<file path="config.mk">
export PLATFORM = sky130hd
export DESIGN_NAME = mdet_top
export DESIGN_NICKNAME = d
export VERILOG_FILES = /design/src/rtl/mdet_pkg.sv /design/src/rtl/mdet_hold.sv /design/src/rtl/mdet_avg.sv /design/src/rtl/mdet_cmp.sv /design/src/rtl/mdet_top.sv
export SDC_FILE = /design/constraint.sdc
export NUM_CORES = 1
export LEC_CHECK = 0
export BUFFER_PORTS_ARGS = -buffer_cell sky130_fd_sc_hd__buf_2
export CORE_MARGIN = 2
export CORE_UTILIZATION = 58
export DETAILED_ROUTE_END_ITERATION = 7
export PLACE_DENSITY = 0.78
export RECOVER_POWER = 100
export SLEW_MARGIN = 25
export SYNTH_ARGS = -nofsm -noshare
export SYNTH_HDL_FRONTEND = slang
export SYNTH_SLANG_ARGS = --single-unit
</file>
<file path="constraint.sdc">
create_clock -name clk -period 8.3 [get_ports clk]
set_input_delay 1.245 -clock clk [delete_from_list [all_inputs] [get_ports clk]]
set_output_delay 1.245 -clock clk [all_outputs]
set_load 0.01 [all_outputs]
</file>
<file path="src/rtl/mdet_pkg.sv">
`timescale 1ns/1ps
package mdet_pkg;

    typedef enum logic [1:0] {
        SENS_HALF  = 2'd0,
        SENS_5_8   = 2'd1,
        SENS_3_4   = 2'd2,
        SENS_7_8   = 2'd3
    } sens_e;

    typedef struct packed {
        logic [1:0] speed;
        sens_e      sens;
    } cfg_t;

    localparam int PEAK_DECAY_SHIFT = 4;
    localparam int BOT_BASE_SHIFT   = 2;
    localparam int AVG_SHIFT        = 6;

endpackage

</file>
<file path="src/rtl/mdet_hold.sv">
`timescale 1ns/1ps
module mdet_hold #(
    parameter int DW          = 8,
    parameter bit TRACK_MAX   = 1'b1,
    parameter int FIXED_SHIFT = 4,
    parameter int BASE_SHIFT  = 2
) (
    input  logic          clk,
    input  logic          rst,
    input  logic          vld,
    input  logic [DW-1:0] smp,
    input  logic [1:0]    rate_sel,
    output logic [DW-1:0] hold_q,
    output logic [DW-1:0] hold_nxt
);
    localparam int SHW = 4;
    localparam logic [DW-1:0] RST_VAL = TRACK_MAX ? {DW{1'b0}} : {DW{1'b1}};

    logic          capture;
    logic [DW-1:0] gap;
    logic [DW-1:0] step;
    logic [SHW-1:0] sh;

    always_comb begin
        sh = TRACK_MAX ? SHW'(FIXED_SHIFT) : SHW'(BASE_SHIFT) + {{(SHW-2){1'b0}}, rate_sel};
    end

    generate
        if (TRACK_MAX) begin : g_peak
            always_comb begin
                capture  = smp > hold_q;
                gap      = hold_q - smp;
                step     = gap >> sh;
                hold_nxt = capture ? smp : (hold_q - step);
            end
        end else begin : g_bottom
            always_comb begin
                capture  = smp < hold_q;
                gap      = smp - hold_q;
                step     = gap >> sh;
                hold_nxt = capture ? smp : (hold_q + step);
            end
        end
    endgenerate

    always_ff @(posedge clk) begin
        if (rst)      hold_q <= RST_VAL;
        else if (vld) hold_q <= hold_nxt;
    end
endmodule

</file>
<file path="src/rtl/mdet_avg.sv">
`timescale 1ns/1ps
module mdet_avg #(
    parameter int DW    = 8,
    parameter int SHIFT = 6
) (
    input  logic          clk,
    input  logic          rst,
    input  logic          vld,
    input  logic [DW-1:0] env,
    output logic [DW-1:0] avg_q
);
    localparam int AW = DW + SHIFT;

    logic [AW-1:0] acc_q;
    logic [AW-1:0] acc_nxt;

    always_comb begin
        acc_nxt = acc_q - (acc_q >> SHIFT) + {{SHIFT{1'b0}}, env};
        avg_q   = acc_q[AW-1:SHIFT];
    end

    always_ff @(posedge clk) begin
        if (rst)      acc_q <= '0;
        else if (vld) acc_q <= acc_nxt;
    end
endmodule

</file>
<file path="src/rtl/mdet_cmp.sv">
`timescale 1ns/1ps
module mdet_cmp
    import mdet_pkg::*;
#(
    parameter int DW = 8
) (
    input  logic          clk,
    input  logic          rst,
    input  logic          vld,
    input  logic [DW-1:0] env,
    input  logic [DW-1:0] avg,
    input  sens_e         sens,
    output logic          flag_q
);
    logic [DW-1:0] half, quarter, eighth, thr;

    always_comb begin
        half    = avg >> 1;
        quarter = avg >> 2;
        eighth  = avg >> 3;
        unique case (sens)
            SENS_HALF: thr = half;
            SENS_5_8:  thr = half + eighth;
            SENS_3_4:  thr = half + quarter;
            SENS_7_8:  thr = avg - eighth;
            default:   thr = half;
        endcase
    end

    always_ff @(posedge clk) begin
        if (rst)      flag_q <= 1'b0;
        else if (vld) flag_q <= env < thr;
    end
endmodule

</file>
<file path="src/rtl/mdet_top.sv">
`timescale 1ns/1ps
module mdet_top
    import mdet_pkg::*;
#(
    parameter int DW = 8
) (
    input  logic          clk,
    input  logic          rst,
    input  logic          smp_vld,
    input  logic [DW-1:0] smp,
    input  logic          cfg_we,
    input  logic [3:0]    cfg_wdata,
    output logic          mirror_o
);
    cfg_t          cfg_q;
    logic [DW-1:0] pk_q, pk_nxt;
    logic [DW-1:0] bt_q, bt_nxt;
    logic [DW-1:0] env_nxt;
    logic [DW-1:0] avg_q;

    always_ff @(posedge clk) begin
        if (rst)         cfg_q <= '{speed: 2'd0, sens: SENS_HALF};
        else if (cfg_we) cfg_q <= cfg_t'(cfg_wdata);
    end

    mdet_hold #(
        .DW(DW), .TRACK_MAX(1'b1),
        .FIXED_SHIFT(PEAK_DECAY_SHIFT), .BASE_SHIFT(BOT_BASE_SHIFT)
    ) u_peak (
        .clk(clk), .rst(rst), .vld(smp_vld), .smp(smp),
        .rate_sel(cfg_q.speed), .hold_q(pk_q), .hold_nxt(pk_nxt)
    );

    mdet_hold #(
        .DW(DW), .TRACK_MAX(1'b0),
        .FIXED_SHIFT(PEAK_DECAY_SHIFT), .BASE_SHIFT(BOT_BASE_SHIFT)
    ) u_bottom (
        .clk(clk), .rst(rst), .vld(smp_vld), .smp(smp),
        .rate_sel(cfg_q.speed), .hold_q(bt_q), .hold_nxt(bt_nxt)
    );

    always_comb begin
        env_nxt = (pk_nxt > bt_nxt) ? (pk_nxt - bt_nxt) : '0;
    end

    mdet_avg #(.DW(DW), .SHIFT(AVG_SHIFT)) u_avg (
        .clk(clk), .rst(rst), .vld(smp_vld), .env(env_nxt), .avg_q(avg_q)
    );

    mdet_cmp #(.DW(DW)) u_cmp (
        .clk(clk), .rst(rst), .vld(smp_vld), .env(env_nxt),
        .avg(avg_q), .sens(cfg_q.sens), .flag_q(mirror_o)
    );
endmodule

</file>
# [Word-level counts from Yosys, hierarchy flattened]
# Index checks and enable logic that the tools add are counted.
[totals] regBits=35 out_inout_bits=1
[classes] addsub=11 order_cmp=4 eq_ne=3 shifts=1 mux=4 reduce_logical=1
[op_table] operator="$pmux 8 s4" n=1
[op_table] operator="$mux 8" n=3
[op_table] operator="$sub 8x8->8" n=3
[op_table] operator="$gt 8x8->1" n=2
[op_table] operator="$lt 8x8->1" n=2
[op_table] operator="$add 14x8->14" n=1
[op_table] operator="$sub 14x8->14" n=1
[op_table] operator="$add 7x5->8" n=1
[op_table] operator="$add 7x6->8" n=1
[op_table] operator="$add 8x8->8" n=1
[op_table] operator="$shr 8x4->8" n=1
[op_table] operator="$sub 8x4->8" n=1
[op_table] operator="$sub 8x5->8" n=1
[op_table] operator="$eq 2x2->1 const B" n=2
[op_table] operator="$add 2x2->3 const A" n=1
[op_table] operator="$eq 2x1->1 const B" n=1
[op_table] operator="$logic_not 2->1" n=1

# [Longest topological paths before layout]
[logic_depth] depth_word=7 mapped_depth=36 depth_no_buf=36

# [Modules after synthesis]
# A second synthesis with hierarchy kept.
[unflattened] cells_unflattened=690 area_unflattened_um2=5237.5
[modules_own_cells] module="mdet_avg" n_inst=1 cells_each=188 area_each_um2=1465.2
[modules_own_cells] module="mdet_hold at u_bottom" n_inst=1 cells_each=164 area_each_um2=1229.9
[modules_own_cells] module="mdet_hold at u_peak" n_inst=1 cells_each=140 area_each_um2=1056.0
[modules_own_cells] module="mdet_cmp" n_inst=1 cells_each=125 area_each_um2=947.2
[modules_own_cells] module="mdet_top" n_inst=1 cells_each=73 area_each_um2=539.3

# [Worst setup path before layout]
# Ideal clock, no wire load.
[synth_path] path_kind="in2reg" from="in smp[2]" to="reg u_avg.acc_q[13]" setup_time_ns=0.121 arrival_ns=7.819 required_time_ns=8.179 slack_ns=0.360 cell_stages=33 path_cell_list="ha_1 > a21o_1 > a31o_2 > and2_1 > o21ai_0 > nand2_1 > a32oi_1 > o21ai_0 > mux2_2 > fa_1 > nor2b_1 > o21ai_0 > a21boi_0 > nor2_1 > mux2i_1 > ha_1 > inv_1 > o21bai_1 > o21a_1 > o221ai_2 > o31a_1 > or3_1 > fa_1 > inv_1 > ha_1 > nand2_1 > o21ai_0 > o211ai_1 > nand3_1 > nand3_1 > o41ai_1 > a41oi_1 > mux2_2"
[synth_between] elab_chain_len=7 word_cells_on_any_way=13
[synth_lines] element="start, declared" line="mdet_top.sv:10" text="input logic [DW-1:0] smp,"
[synth_lines] element="$sub 8x8->8" line="mdet_hold.sv:39" text="gap = smp - hold_q;"
[synth_lines] element="$shr 8x4->8" line="mdet_hold.sv:40" text="step = gap >> sh;"
[synth_lines] element="$add 8x8->8" line="mdet_hold.sv:41" text="hold_nxt = capture ? smp : (hold_q + step);"
[synth_lines] element="$mux 8" line="mdet_hold.sv:41"
[synth_lines] element="$sub 8x8->8 or $gt 8x8->1 (tied branches)" line="mdet_top.sv:43" text="env_nxt = (pk_nxt > bt_nxt) ? (pk_nxt - bt_nxt) : '0;"
[synth_lines] element="$mux 8 (*)" line="mdet_top.sv:43"
[synth_lines] element="$add 14x8->14 (*)" line="mdet_avg.sv:18" text="acc_nxt = acc_q - (acc_q >> SHIFT) + {{SHIFT{1'b0}}, env};"
[synth_lines] element="end signal, assigned" line="mdet_avg.sv:24" text="else if (vld) acc_q <= acc_nxt;"
[synth_lines] element="end, declared" line="mdet_avg.sv:14" text="logic [AW-1:0] acc_q;"
# Mark *: on every way between the ends. The rest lies on a longest branch, timed or not.
# A chain may end at the register's enable or synchronous reset.

# [Worst setup path after layout]
# Ends and elaborated chain as after synthesis.

==> qor.txt <==
=================================================================================================
GRT Overall Usage                                                                           28.1%
Total number of yosys warnings                                                                  0
Average wire length per cell after detail routing                                         16.8 µm
Max Clock Freq                                                                            124 MHz
Final total negative setup slack                                                             0 ns
WS Path Type                                                                         primary input to register
Placement Cell Area                                                                   0.00493 mm²
Number of distinct library cell variants in the gate-level netlist after synthesis             64
Standard cell core area                                                               0.00773 mm²
Routed vias                                                                                  4451
Total routed wirelength                                                                  12300 µm
Half-perimeter wire length of the detailed placement result                               9050 µm
Most common cell on crit path                                                        sky130_fd_sc_hd__ha_1
Internal                                                                                  1.12 mW
Post-synthesis instance total                                                                 598
VDD IR max                                                                             0.000222 V
Width of the die                                                                          93.3 µm
Maximum number of pins on one net before global-route repair                                   32
Number of top-level pins                                                                       17
Count leader, synth                                                                  sky130_fd_sc_hd__ha_1
FF+latch count, synth                                                                          35
CP max FO                                                                                       5
Sequential share of the synthesized area                                                    15.2%
Number of buffers created by CTS                                                                5
Initial core utilization                                                                    59.8%
Layout Skew                                                                             0.0119 ns
Power density of the placed cells                                                      421 mW/mm²
NumNets Final                                                                                 723
CP Capture Type                                                                          register
Count of flip-flops with a built-in enable after synthesis                                      0
Post-route clock period utilization                                                         97.5%
Final setup violating endpoints                                                                 0
Required time of the critical path                                                        8.49 ns
Clock root buffer                                                                    sky130_fd_sc_hd__clkbuf_8
Flip-flop cell with the highest count after synthesis                                sky130_fd_sc_hd__dfxtp_1
Hold WC Path Type                                                                    register to register
Antenna violations before repair                                                                0
Asr flop ratio synth                                                                           0%
Final worst path period need                                                              8.09 ns
Count of nets left with antenna violations after detail routing                                 0
Slew Limit Headroom                                                                         3.23%
Setup slack of the worst register-to-register path                                        0.80 ns
Top cells by instance count after synthesis                                          sky130_fd_sc_hd__ha_1, sky130_fd_sc_hd__inv_1, sky130_fd_sc_hd__nor2_1
Placed insts                                                                                  720
TritonCTS clock tree                                                                        built
Syn Std Cell Area                                                                     0.00462 mm²
Clock network fraction of total power                                                        8.9%
Post-Syn Area per Cell                                                                   7.73 µm²
Total count of max-transition violations in the final report                                    0
Count of input and output buffers                                                              16
Layout cells sized above 1                                                                  11.0%
Post-Place Worst Slack                                                                  -0.261 ns
Max cap viols                                                                                   0
Kind of start point of the critical path                                             primary input
Number of hold buffers added after cts                                                          0
Synth top area share                                                                        18.4%
Power spent charging and discharging nets                                                 1.04 mW
Slowest stage delay, CP                                                                   0.49 ns
Arrival time worst endpoint                                                               8.29 ns
Hold violation count in the final report                                                        0
Transition time at the pin with the least slew margin                                     1.45 ns
Status                                                                                  completed
Post-synthesis cell type with the largest combined area                              sky130_fd_sc_hd__ha_1
Aggregate global routing overflow                                                               0
Share of power burned in registers                                                          11.9%
# diodes                                                                                        0
Detailed-route vias per instance                                                             6.11
Reg clk slew, reported paths                                                              0.08 ns
Wire length of the first global-routing pass                                             19700 µm
Die Height                                                                                93.3 µm
Final cell count without fillers                                                              729
Final weighted congestion of routability-driven global placement                            0.866
Violation count after the first detailed-routing iteration                                    326
Net switching share of the total power                                                      48.0%
Final Instance Area                                                                   0.00513 mm²
Fillcell total                                                                                660
Syn Nets                                                                                      695
Clock H-tree levels                                                                             2
CTS Sinks                                                                                      35
Critical Path Slowest Stage Cell                                                     sky130_fd_sc_hd__fa_1
Worst Setup Slack, final                                                                 0.207 ns
Area growth from synthesis to layout                                                        10.9%
Cell leakage power                                                                        2.42 nW
Clock insertion delay at the later pin of the skew report                                 0.31 ns
Post-layout util                                                                            66.4%
Combinational Power Share                                                                   79.2%
1st-pass router iterations                                                                      5
Via count of the first global-routing pass                                                   4186
Count of unresolved DRC violations after routing                                                0
Die Footprint                                                                         0.00870 mm²
Number of buffers on the longest clock path                                                     2
Biggest area contributors in the synthesized netlist                                 sky130_fd_sc_hd__ha_1, sky130_fd_sc_hd__dfxtp_1, sky130_fd_sc_hd__fa_1
Number of cell rows                                                                            32
=================================================================================================
-- registers in the layout (all words and copies together), names as in the netlist --
signal,flops
cfg_q,4
u_avg.acc_q,14
u_cmp.flag_q,1
u_peak.hold_q,8
u_bottom.hold_q,8
-- repair_timing --
item,in CTS,in global routing
setup endpoints to repair,0,8
buffers inserted,0,1
resized for setup,0,21
-- worst paths after layout --
| path | from | cells after the start | endpoint |
|---|---|---|---|
| max | smp[2] | 33 | u_avg.acc_q[13] |
| min | u_avg.acc_q[0] | 2 | u_avg.acc_q[0] |
| max reg2reg | u_bottom.hold_q[2] | 33 | u_avg.acc_q[13] |
| min reg2reg | u_avg.acc_q[0] | 2 | u_avg.acc_q[0] |
-- power groups by stage --
| stage | clock network [mW] | registers [mW] | logic, mW |
|---|---|---|---|
| 3_3_place_gp | 0 | 0.257 | 1.55 |
| 5_1_grt | 0.201 | 0.263 | 1.90 |
| 3_5_place_dp | 0 | 0.260 | 1.60 |
| 6_report | 0.192 | 0.258 | 1.71 |
| 2_1_floorplan | 0 | 0.241 | 1.23 |
| 4_1_cts | 0.193 | 0.256 | 1.63 |
-- critical path, delay by kind of cell --
kind	cells	cell delay (ns)
AO/OA/AOI/OAI	14	2.64
adder cells (fa/ha/maj)	5	1.69
buffers and inverters	4	0.40
multiplexers	3	0.79
AND/OR/NAND/NOR	7	1.54
-- area by class of cell --
type / instances / area, µm² / share of cell area [%]
flip-flops and latches: 35 / 701 / 13.7
inverters: 62 / 233 / 4.54
multi-input cells: 483 / 3690 / 71.9
well taps: 102 / 128 / 2.49
clock inverters: 2 / 60.1 / 1.17
clock buffers: 6 / 72.6 / 1.41
repair buffers: 39 / 246 / 4.80
-- per-stage QoR --
step	power [mW]	hold WS (ns)
finish	2.16	0.498
global route	2.37	0.528
CTS	2.08	0.504
detailed placement	1.86	0.488
global placement	1.81	0.468
floorplan	1.47	0.456
-- cells by family after synthesis --
group / share of synthesized area [%]
adder cells (fa/ha/maj): 24.2
multiplexers: 5.82
XOR/XNOR: 7.17
flip-flops: 15.2
buffers and inverters: 6.49
AO/OA/AOI/OAI: 22.2
AND/OR/NAND/NOR: 18.9
-- layer usage --
metal | track usage [%] | part of all wire [%] | up-vias | wire length [µm]
li1 | - | - | 2160 | -
met1 | 38.2 | 45 | 2107 | 5510
met2 | 46.3 | 47 | 161 | 5800
met3 | 3.95 | 6.3 | 23 | 776
met4 | 8.58 | 1.6 | 0 | 196
met5 | 0 | 0 | - | 0
-- cells in the final DEF, fill, tap and decap left out, types with 5 or more instances in the layout --
master and count:
sky130_fd_sc_hd__ha_1 66, sky130_fd_sc_hd__inv_1 60, sky130_fd_sc_hd__nor2_1 58, sky130_fd_sc_hd__nand2_1 51, sky130_fd_sc_hd__o21ai_0 35, sky130_fd_sc_hd__dfxtp_1 35
sky130_fd_sc_hd__a21oi_1 34, sky130_fd_sc_hd__xnor2_1 26, sky130_fd_sc_hd__buf_4 22, sky130_fd_sc_hd__mux2i_1 21, sky130_fd_sc_hd__nor3_1 19, sky130_fd_sc_hd__buf_2 14
sky130_fd_sc_hd__fa_1 13, sky130_fd_sc_hd__a21o_1 12, sky130_fd_sc_hd__nor2b_1 12, sky130_fd_sc_hd__nand3_1 11, sky130_fd_sc_hd__xor2_1 10, sky130_fd_sc_hd__o21a_1 7
sky130_fd_sc_hd__o211ai_1 7, sky130_fd_sc_hd__or3_1 6, sky130_fd_sc_hd__a221o_1 6, sky130_fd_sc_hd__nand3b_1 5, sky130_fd_sc_hd__clkbuf_8 5
No activity file was read; power rests on OpenSTA's default activity.
